File: config.mk
export PLATFORM = sky130hd
export DESIGN_NAME = adc_seq_ctrl
export DESIGN_NICKNAME = d
export VERILOG_FILES = /design/src/rtl/adc_seq_pkg.sv /design/src/rtl/adc_clk_gen.sv /design/src/rtl/adc_eoc_sync.sv /design/src/rtl/adc_seq_fsm.sv /design/src/rtl/adc_seq_ctrl.sv
export SDC_FILE = /design/constraint.sdc
export NUM_CORES = 1
export LEC_CHECK = 0
export ABC_AREA = 1
export BUFFER_PORTS_ARGS = -buffer_cell sky130_fd_sc_hd__buf_2
export CAP_MARGIN = 20
export CORE_ASPECT_RATIO = 0.7
export CORE_UTILIZATION = 55
export DETAILED_ROUTE_END_ITERATION = 6
export GPL_TIMING_DRIVEN = 0
export HOLD_SLACK_MARGIN = 0.08
export PLACE_DENSITY = 0.81
export SLEW_MARGIN = 20
export SYNTH_ARGS = -nofsm -noshare
export SYNTH_HDL_FRONTEND = slang
export SYNTH_SLANG_ARGS = --single-unit
File: constraint.sdc
create_clock -name clk -period 4.5 [get_ports clk]
set_input_delay 0.675 -clock clk [delete_from_list [all_inputs] [get_ports clk]]
set_output_delay 0.675 -clock clk [all_outputs]
set_load 0.005 [all_outputs]
File: src/rtl/adc_seq_pkg.sv
package adc_seq_pkg;

    localparam int ADDR_W = 3;
    localparam int DATA_W = 8;

    typedef enum logic [2:0] {
        ST_SETUP,
        ST_LATCH,
        ST_KICK,
        ST_WAIT_LOW,
        ST_WAIT_HIGH,
        ST_OE_DELAY,
        ST_READ
    } seq_state_e;

endpackage

File: src/rtl/adc_clk_gen.sv
module adc_clk_gen #(
    parameter int DIV_HALF = 100
) (
    input  logic clk,
    input  logic rst_n,
    output logic cclk_o,
    output logic tick_o
);

    localparam int CW = (DIV_HALF > 1) ? $clog2(DIV_HALF) : 1;
    localparam logic [CW-1:0] LAST = CW'(DIV_HALF - 1);

    logic [CW-1:0] cnt;
    logic          cclk;
    logic          at_last;

    assign at_last = (cnt == LAST);

    always_ff @(posedge clk or negedge rst_n) begin
        if (!rst_n) begin
            cnt  <= '0;
            cclk <= 1'b0;
        end else if (at_last) begin
            cnt  <= '0;
            cclk <= ~cclk;
        end else begin
            cnt  <= cnt + 1'b1;
        end
    end

    // tick marks the system cycle whose closing edge raises cclk
    assign tick_o = at_last & ~cclk;
    assign cclk_o = cclk;


    tick_raises_clk_chk: assert property (@(posedge clk) disable iff (!rst_n)
        tick_o |=> cclk_o);


    clk_rise_from_tick_chk: assert property (@(posedge clk) disable iff (!rst_n)
        $rose(cclk_o) |-> $past(tick_o));

endmodule

File: src/rtl/adc_eoc_sync.sv
module adc_eoc_sync (
    input  logic clk,
    input  logic rst_n,
    input  logic eoc_async_i,
    output logic level_o,
    output logic rise_o,
    output logic fall_o
);

    logic s1, s2, s3;

    // idle level of the flag is high, so reset to 1 to avoid a false fall
    always_ff @(posedge clk or negedge rst_n) begin
        if (!rst_n) begin
            s1 <= 1'b1;
            s2 <= 1'b1;
            s3 <= 1'b1;
        end else begin
            s1 <= eoc_async_i;
            s2 <= s1;
            s3 <= s2;
        end
    end

    assign level_o = s2;
    assign rise_o  = s2 & ~s3;
    assign fall_o  = ~s2 & s3;

endmodule

File: src/rtl/adc_seq_fsm.sv
module adc_seq_fsm
    import adc_seq_pkg::*;
#(
    parameter int NUM_CH       = 8,
    parameter int TIMEOUT_CLKS = 80
) (
    input  logic              clk,
    input  logic              rst_n,
    input  logic              tick_i,
    input  logic              eoc_fall_i,
    input  logic              eoc_rise_i,
    output logic [ADDR_W-1:0] ch_o,
    output logic              ale_o,
    output logic              start_o,
    output logic              oe_o,
    output logic              capture_o,
    output logic              timeout_o
);

    localparam int TW = $clog2(TIMEOUT_CLKS + 1);
    localparam logic [TW-1:0]     WAIT_LAST = TW'(TIMEOUT_CLKS - 1);
    localparam logic [ADDR_W-1:0] CH_LAST   = ADDR_W'(NUM_CH - 1);

    seq_state_e        state, state_nxt;
    logic [ADDR_W-1:0] ch;
    logic [TW-1:0]     wait_cnt;
    logic              waiting;
    logic              expire;
    logic              advance;

    assign waiting = (state == ST_WAIT_LOW) || (state == ST_WAIT_HIGH);
    assign expire  = waiting && tick_i && (wait_cnt == WAIT_LAST);
    assign advance = expire || ((state == ST_READ) && tick_i);

    always_comb begin
        state_nxt = state;
        unique case (state)
            ST_SETUP:     if (tick_i) state_nxt = ST_LATCH;
            ST_LATCH:     if (tick_i) state_nxt = ST_KICK;
            ST_KICK:      if (tick_i) state_nxt = ST_WAIT_LOW;
            ST_WAIT_LOW:  if (expire) state_nxt = ST_SETUP;
                          else if (eoc_fall_i) state_nxt = ST_WAIT_HIGH;
            ST_WAIT_HIGH: if (expire) state_nxt = ST_SETUP;
                          else if (eoc_rise_i) state_nxt = ST_OE_DELAY;
            ST_OE_DELAY:  if (tick_i) state_nxt = ST_READ;
            ST_READ:      if (tick_i) state_nxt = ST_SETUP;
            default:      state_nxt = ST_SETUP;
        endcase
    end

    // state register with the channel pointer and wait counter
    always_ff @(posedge clk or negedge rst_n) begin
        if (!rst_n) begin
            state    <= ST_SETUP;
            ch       <= '0;
            wait_cnt <= '0;
        end else begin
            state <= state_nxt;
            if (advance) ch <= (ch == CH_LAST) ? '0 : ch + 1'b1;
            if (!waiting)    wait_cnt <= '0;
            else if (tick_i) wait_cnt <= wait_cnt + 1'b1;
        end
    end

    // outputs
    always_comb begin
        ch_o      = ch;
        ale_o     = (state == ST_LATCH);
        start_o   = (state == ST_KICK);
        oe_o      = (state == ST_READ);
        capture_o = (state == ST_READ) && tick_i;
        timeout_o = expire;
    end


    addr_held_in_latch_chk: assert property (@(posedge clk) disable iff (!rst_n)
        ale_o |=> (ale_o ? $stable(ch_o) : 1'b1));


    start_after_latch_chk: assert property (@(posedge clk) disable iff (!rst_n)
        $fell(ale_o) |-> start_o);


    capture_in_read_chk: assert property (@(posedge clk) disable iff (!rst_n)
        capture_o |-> oe_o);

endmodule

File: src/rtl/adc_seq_ctrl.sv
module adc_seq_ctrl
    import adc_seq_pkg::*;
#(
    parameter int NUM_CH       = 8,
    parameter int DIV_HALF     = 100,
    parameter int TIMEOUT_CLKS = 80
) (
    input  logic                     clk,
    input  logic                     rst_n,
    output logic                     adc_clk,
    output logic [ADDR_W-1:0]        ch_addr,
    output logic                     ale,
    output logic                     start,
    output logic                     oe,
    input  logic                     eoc,
    input  logic [DATA_W-1:0]        data_in,
    output logic [DATA_W-1:0]        sample_data,
    output logic [ADDR_W-1:0]        sample_ch,
    output logic                     sample_valid,
    output logic                     timeout,
    output logic [NUM_CH*DATA_W-1:0] ch_regs
);

    logic tick;
    logic eoc_level, eoc_rise, eoc_fall;
    logic capture, expire;

    adc_clk_gen #(.DIV_HALF(DIV_HALF)) u_clk_gen (
        .clk    (clk),
        .rst_n  (rst_n),
        .cclk_o (adc_clk),
        .tick_o (tick)
    );

    adc_eoc_sync u_eoc_sync (
        .clk         (clk),
        .rst_n       (rst_n),
        .eoc_async_i (eoc),
        .level_o     (eoc_level),
        .rise_o      (eoc_rise),
        .fall_o      (eoc_fall)
    );

    adc_seq_fsm #(.NUM_CH(NUM_CH), .TIMEOUT_CLKS(TIMEOUT_CLKS)) u_fsm (
        .clk        (clk),
        .rst_n      (rst_n),
        .tick_i     (tick),
        .eoc_fall_i (eoc_fall),
        .eoc_rise_i (eoc_rise),
        .ch_o       (ch_addr),
        .ale_o      (ale),
        .start_o    (start),
        .oe_o       (oe),
        .capture_o  (capture),
        .timeout_o  (expire)
    );

    always_ff @(posedge clk or negedge rst_n) begin
        if (!rst_n) begin
            sample_data  <= '0;
            sample_ch    <= '0;
            sample_valid <= 1'b0;
            timeout      <= 1'b0;
        end else begin
            sample_valid <= capture;
            timeout      <= expire;
            if (capture) sample_data <= data_in;
            if (capture || expire) sample_ch <= ch_addr;
        end
    end

    for (genvar g = 0; g < NUM_CH; g++) begin : g_bank
        logic [DATA_W-1:0] slot;
        always_ff @(posedge clk or negedge rst_n) begin
            if (!rst_n)                                    slot <= '0;
            else if (capture && ch_addr == ADDR_W'(g))     slot <= data_in;
        end
        assign ch_regs[g*DATA_W +: DATA_W] = slot;
    end


    addr_in_range_chk: assert property (@(posedge clk) disable iff (!rst_n)
        int'(ch_addr) < NUM_CH);


    oe_after_done_chk: assert property (@(posedge clk) disable iff (!rst_n)
        $rose(oe) |-> eoc_level);


    valid_after_read_chk: assert property (@(posedge clk) disable iff (!rst_n)
        sample_valid |-> ($past(oe) && !oe));


    timeout_not_valid_chk: assert property (@(posedge clk) disable iff (!rst_n)
        timeout |-> !sample_valid);

endmodule

==> results of run 1 <==
## critical path, delay by kind of cell, from the launching register on
family          cells  cell delay (ns)
buf+inv             3             0.47
fa+ha+maj           1             0.25
simple gates        6             0.65
compound gates      1             0.11
flops               1             0.38
## metrics by stage
step | cell area (um^2) | worst slack, ns | utilization [%] | hold slack (ns) | total power [W]
finish | 5080 | 2.53 | 68.5 | 0.125 | 0.00149
global route | 5080 | 2.36 | 68.5 | 0.121 | 0.00153
CTS | 5080 | 2.51 | 68.5 | 0.120 | 0.00150
detailed placement | 4900 | 2.53 | 66.1 | 0.349 | 0.000970
global placement | 4870 | 1.74 | 65.6 | 0.345 | 0.000966
floorplan | 4280 | 2.78 | - | 0.345 | 0.000937
## registers in the layout, indices dropped and copies added, names as in the netlist
register and cells:
g_bank.slot 64, sample_data 8, u_clk_gen.cnt 7, u_fsm.wait_cnt 7, sample_ch 3, u_fsm.ch_o 3, u_fsm.state 3, sample_valid 1
timeout 1, u_clk_gen.cclk_o 1, u_eoc_sync.level_o 1, u_eoc_sync.s1 1, u_eoc_sync.s3 1
## where the power goes
part,internal (W),switching (W)
combinational,0.00000760,0.0000332
clock,0.000209,0.000329
sequential,0.000909,0.000000532
total,0.00113,0.000363
## layout make-up
| type | instances | area, um^2 |
|---|---|---|
| Buffer | 12 | 96.3 |
| Clock buffer | 9 | 124 |
| Clock inverter | 7 | 57.6 |
| Fill cell | 582 | 2340 |
| Inverter | 46 | 173 |
| Multi-Input combinational cell | 274 | 1480 |
| Sequential cell | 101 | 2530 |
| Tap cell | 98 | 123 |
| Timing Repair Buffer | 94 | 499 |
## worst paths after layout
kind	to	slack, ns	depth (start not counted)
max	g_bank[7].slot[0]$_DFFE_PN0P_	2.53	11
min	u_clk_gen.cnt[5]$_DFF_PN0_	0.13	1
max reg2reg	g_bank[7].slot[0]$_DFFE_PN0P_	2.53	11
min reg2reg	u_eoc_sync.level_o$_DFF_PN1_	0.36	0
max in group asynchronous	g_bank[3].slot[3]$_DFFE_PN0P_	3.72	2
min in group clk	u_eoc_sync.level_o$_DFF_PN1_	0.36	0
## cell usage after synthesis (all sizes together), types with 2 or more instances
cell type,number
a21oi,51
buf,11
clkinv,7
dfrtp,98
dfstp,3
ha,8
inv,39
nand2,72
nand3,18
nand4,2
nor2,69
nor3,10
o21a,14
o21ai,24
or2,2
## cell usage in the layout (no fill, tap or decap), types with 7 or more instances in the layout
| master | instances |
|---|---|
| dfrtp_1 | 98 |
| buf_2 | 97 |
| nand2_1 | 70 |
| nor2_1 | 58 |
| a21oi_1 | 46 |
| inv_1 | 35 |
| o21ai_0 | 18 |
| nand3_1 | 17 |
| o21a_1 | 14 |
| clkbuf_8 | 9 |
| ha_1 | 8 |
| nor2_2 | 7 |
| nor3_4 | 7 |
| buf_6 | 7 |
| clkinv_1 | 7 |
## cell families after synthesis
logic type / count (synthesis)
AOI/OAI and AO/OA: 90
adders and majority gates: 8
xor gates and xnor gates: 1
DFF: 101
and+or+nand+nor: 175
buffers and inverters: 58
## layer usage
layer | vias up | part of all wire, %
met1 | 1574 | 47
met2 | 117 | 45
met5 | - | 0
li1 | 1599 | -
met3 | 14 | 7.2
met4 | 0 | 1.3
==> flow_summary.ini, run 1 <==
[synthesis]
yosys.area_share.xor_xnor_pct = 0.205
synth_fp_nets = 452
synth_area_leaders = dfrtp_1, nand2_1, a21oi_1, nor2_1, inv_1
ys_ff_latch = 101
synth_cell_type_count = 31
ys_seq_area_share_pct = 59.2
ys_dominant_reg_cell = dfrtp_1
synth_top_family_by_area = simple AND/OR/NAND/NOR gates
async_reset_ff_share_pct = 100
syn_inst = 433
synth_fa_ha_area_share_pct = 2.34
post_synth_and_or_nand_nor_area_fraction_pct = 20.1
muxShareOfSynthArea_pct = 0
synth-edff-count = 0
yosys.area.top_type_share_pct = 57.3
synth_top_cell_by_area = dfrtp_1
syn_area_per_cell_um2 = 9.88
synth_compound_gate_area_share_pct = 11.9
syn_area_um2 = 4280
yosys_warnings = 0

[setup_path]
startpoint = u_clk_gen.cnt[0]$_DFF_PN0_
crit_top_cell = nor2_4
crit_path_start_kind = register
worst-path-max-fanout = 10
rr_startpoint = u_clk_gen.cnt[0]$_DFF_PN0_
critPathSlowestCell = dfrtp_1
cp_slowest_stage_delay_ns = 0.38
worstPathRequired_ns = 4.77
path_cells = ha_1 -> inv_2 -> nor2_4 -> nand3_4 -> nor2_4 -> nand2_4 -> buf_6 -> nor2_4 -> buf_2 -> nand2_1 -> o21a_1
arrival_ns = 2.23
worstSetupPathType = register to register
cp-end-kind = register

[timing]
worst_pin_slew_ns = 0.463
finalClockSkew_ns = 0.0105
fin_crit_ns = 1.97
maxSlewViolCount = 0
period_share_pct = 43.7
finalSetupTns_ns = 0
rsz0062_at_grt = no
fmax_mhz = 508
setup_viol = 0
slew_headroom_pct = 69.0
hold_violations = 0

[global_route]
antenna_found_initial = 0
gr-total-overflow = 0
met3_usage_pct = 7.19
grt_max_degree = 85
use_met1_pct = 35.4
top_usage_layer = met2
grt_pass1_vias = 3003
grt_use_total_pct = 25.1
grt_pass1_wl_um = 15100
use_met2_pct = 38.8

[route]
vias_per_cell = 5.15
ant_nets = 0
firstDrtPassIters = 4
drt_iter0_markers = 237
routed_wl_um = 9540
drc_errors = 0
post_drt_wl_per_cell_um = 14.9
via_count = 3304

[job]
maxCapViolations = 0

[die]
initial_core_util_pct = 57.7
die_y_um = 75.8
core_um2 = 7420
rows = 26
fp.dieArea_um2 = 8140
num_io_pins = 95
die_w_um = 107

[placed_design]
routabilityCongestion = 0.853
place_inst = 625
hpwl_um = 6830
port_buffers = 93

[cts]
cts_setup_buffers = 0
max-clock-path-buffers = 2
clk_pin_slew_ns = 0.10
holdBufCountCts = 0
tritoncts = built
htreeDepth = 3
cts-resized-gates = 0
cts_sinks = 101
cts_inserted_buffers = 9
insertion_delay_ns = 0.37
cts_root_buf = clkbuf_8

[cells_and_area]
drive_gt1_share_pct = 28.9
layout.nets = 557
area_growth_pct = 18.8
instances_no_fill = 641
antenna_cells = 0

[power]
p_leak_nw = 2.32
ir_worst_vdd_mv = 0.162
power.density_nw_per_um2 = 293

[hold_path]
hold_class = input pin to async pin

[status]
status = finished clean
Power figures use the tool's default switching activity.
==> inputs of run 2 (changes only) <==
--- a/config.mk
+++ b/config.mk
@@ -9,11 +9,11 @@
 export BUFFER_PORTS_ARGS = -buffer_cell sky130_fd_sc_hd__buf_2
 export CAP_MARGIN = 20
 export CORE_ASPECT_RATIO = 0.7
-export CORE_UTILIZATION = 55
+export CORE_UTILIZATION = 54
 export DETAILED_ROUTE_END_ITERATION = 6
 export GPL_TIMING_DRIVEN = 0
 export HOLD_SLACK_MARGIN = 0.08
-export PLACE_DENSITY = 0.81
+export PLACE_DENSITY = 0.8
 export SLEW_MARGIN = 20
 export SYNTH_ARGS = -nofsm -noshare
 export SYNTH_HDL_FRONTEND = slang
==> constraint.sdc (replaced) <==
create_clock -name clk -period 1.9 [get_ports clk]
set_input_delay 0.285 -clock clk [delete_from_list [all_inputs] [get_ports clk]]
set_output_delay 0.285 -clock clk [all_outputs]
set_load 0.005 [all_outputs]
==> flow_summary.ini, run 2 (synthesis results as in run 1) <==
[status]
status = finished clean

[cts]
cts_root_buf = clkbuf_16
tritoncts = built
max-clock-path-buffers = 2
cts_sinks = 101
insertion_delay_ns = 0.34
cts_inserted_buffers = 9
clk_pin_slew_ns = 0.07
htreeDepth = 3

[timing]
fmax_mhz = 530
hold_violations = 0
finalClockSkew_ns = 0.00685
whs_ns = 0.314
worst_pin_slew_ns = 0.487
rsz0062_at_grt = yes
setup_slack_ns = 0.0148
period_share_pct = 99.2
maxSlewViolCount = 0
setup_viol = 0
slew_headroom_pct = 67.5
fin_crit_ns = 1.89

[setup_path]
arrival_ns = 2.15
worst-path-max-fanout = 7
startpoint = u_clk_gen.cnt[1]$_DFF_PN0_
worstPathRequired_ns = 2.17
r2r_slack_ns = 0.01
reg2reg_to = g_bank[1].slot[6]$_DFFE_PN0P_
reg2reg_depth = 12
crit_path_start_kind = register
rr_startpoint = u_clk_gen.cnt[1]$_DFF_PN0_
cp-end-kind = register
worstSetupPathType = register to register
crit_end = g_bank[1].slot[6]$_DFFE_PN0P_

[route]
wl_met2_um = 4830
routed_wl_um = 10400
wl_met1_um = 4740
via_count = 3547
firstDrtPassIters = 5
post_drt_wl_per_cell_um = 15.7
drc_errors = 0
ant_nets = 0
drt_iter0_markers = 223
vias_per_cell = 5.33
wl_met3_um = 843
dr.max_layer_used = met4

[cells_and_area]
regMostFlops = g_bank.slot
seq_area_um2 = 2530
largest_reg_flops = 64
antenna_cells = 0
fill_cells = 524
drive_gt1_share_pct = 36.4
area_growth_pct = 30.4
final_common_cell = dfrtp_1
final_cell_mix = dfrtp_1, buf_2, nand2_1, nor2_1, a21oi_1
final_util_pct = 74.5
instances_no_fill = 666
layout.nets = 582
multiInputGateArea_um2 = 1590
reg.largest.list = g_bank.slot: 64 flops, sample_data: 8 flops

[die]
die_y_um = 76.5
initial_core_util_pct = 57.2
fp.dieArea_um2 = 8290
rows = 26
core_um2 = 7480
die_w_um = 108
num_io_pins = 95

[power]
power.density_nw_per_um2 = 714
p_sw_w = 0.000905
pwr-share-comb_pct = 2.6
swShare_pct = 22.7
power.total_w = 0.00398
ir_worst_vdd_mv = 0.468
p_leak_nw = 2.53
p_int_w = 0.00308
power_frac_seq_pct = 54.1
p_clk_share_pct = 43.3

[global_route]
grt_max_degree = 53
grt_pass1_vias = 3177
grt_use_total_pct = 25.9
gr-total-overflow = 0
grt_pass1_wl_um = 16200
antenna_found_initial = 0

[placed_design]
place_inst = 625
routabilityCongestion = 0.834
port_buffers = 93
hpwl_um = 6900
pre_cts_slack_ns = -0.0859

[job]
maxCapViolations = 0

[hold_path]
hold_class = input pin to register
## run 2: cell count changes in the layout (fill, tap and decap cells not counted), moves of 3 or more
cell	delta
clkbuf_16	+10
buf_4	+11
a21oi_2	+9
nor2_2	+7
nand3_1	-4
a21oi_1	-9
nand3_2	+3
buf_6	+12
clkbuf_8	-9
nor2_1	-8
buf_2	-4
## run 2: routing by layer
| layer | GRT usage, % | vias up |
|---|---|---|
| met1 | 38.8 | 1751 |
| met2 | 37.5 | 131 |
| met3 | 7.61 | 4 |
| li1 | - | 1661 |
| met4 | 5.54 | 0 |
| met5 | 0 | - |
## run 2: worst min-delay path by stage
stage                                  from                            end  slack (ns)  cells past startpoint
floorplan                             rst_n  g_bank[0].slot[0]$_DFFE_PN0P_       -0.01                      0
global placement    u_eoc_sync.s1$_DFF_PN1_   u_eoc_sync.level_o$_DFF_PN1_        0.35                      0
detailed placement                    rst_n     u_clk_gen.cnt[3]$_DFF_PN0_        0.27                      1
CTS                              data_in[7]  g_bank[3].slot[7]$_DFFE_PN0P_        0.31                      3
global route                     data_in[7]  g_bank[1].slot[7]$_DFFE_PN0P_        0.32                      3
finish                           data_in[7]  g_bank[3].slot[7]$_DFFE_PN0P_        0.31                      3
## run 2: area by class of cell
cell class                 instances  share of cell area [%]
tap                               98                    2.20
multi-input combinational        274                    28.6
sequential                       101                    45.4
clock inverter                     7                    1.03
inverter                          46                    3.10
clock buffer                       9                    4.04
buffer                            12                    2.20
timing repair buffer             119                    13.5
## run 2: repair_timing
action | in CTS | in global routing
gates cloned | 0 | 3
buffers inserted | 6 | 14
pin swaps | 5 | 12
hold endpoints to repair | 49 | 0
hold buffers | 2 | 0
endpoints found under the setup margin | 49 | 76
resized for setup | 4 | 51
## run 2: critical path, stage by stage (launching register included)
cell     delay (ns)
dfrtp_1        0.41
ha_4           0.17
inv_2          0.04
nor2_4         0.11
nand3_4        0.10
nor2_4         0.12
nand2_4        0.09
buf_12         0.16
nor3_4         0.18
buf_6          0.16
buf_6          0.13
nor2_2         0.04
a21oi_2        0.09
## run 2: power by group through the flow
stage                     Clock (W)  Sequential, W  Combinational (W)
final                       0.00172        0.00216           0.000104
after global routing        0.00185        0.00215           0.000117
after CTS                   0.00176        0.00216           0.000104
after detailed placement          0        0.00220           0.000101
after global placement            0        0.00220          0.0000906
after floorplan                   0        0.00220          0.0000206
## run 2: stage by stage
step,setup TNS (ns),instance area (um^2)
finish,0,5580
global route,-0.953,5580
CTS,0,5270
detailed placement,-2.16,4900
global placement,-45.16,4870
floorplan,0,4280
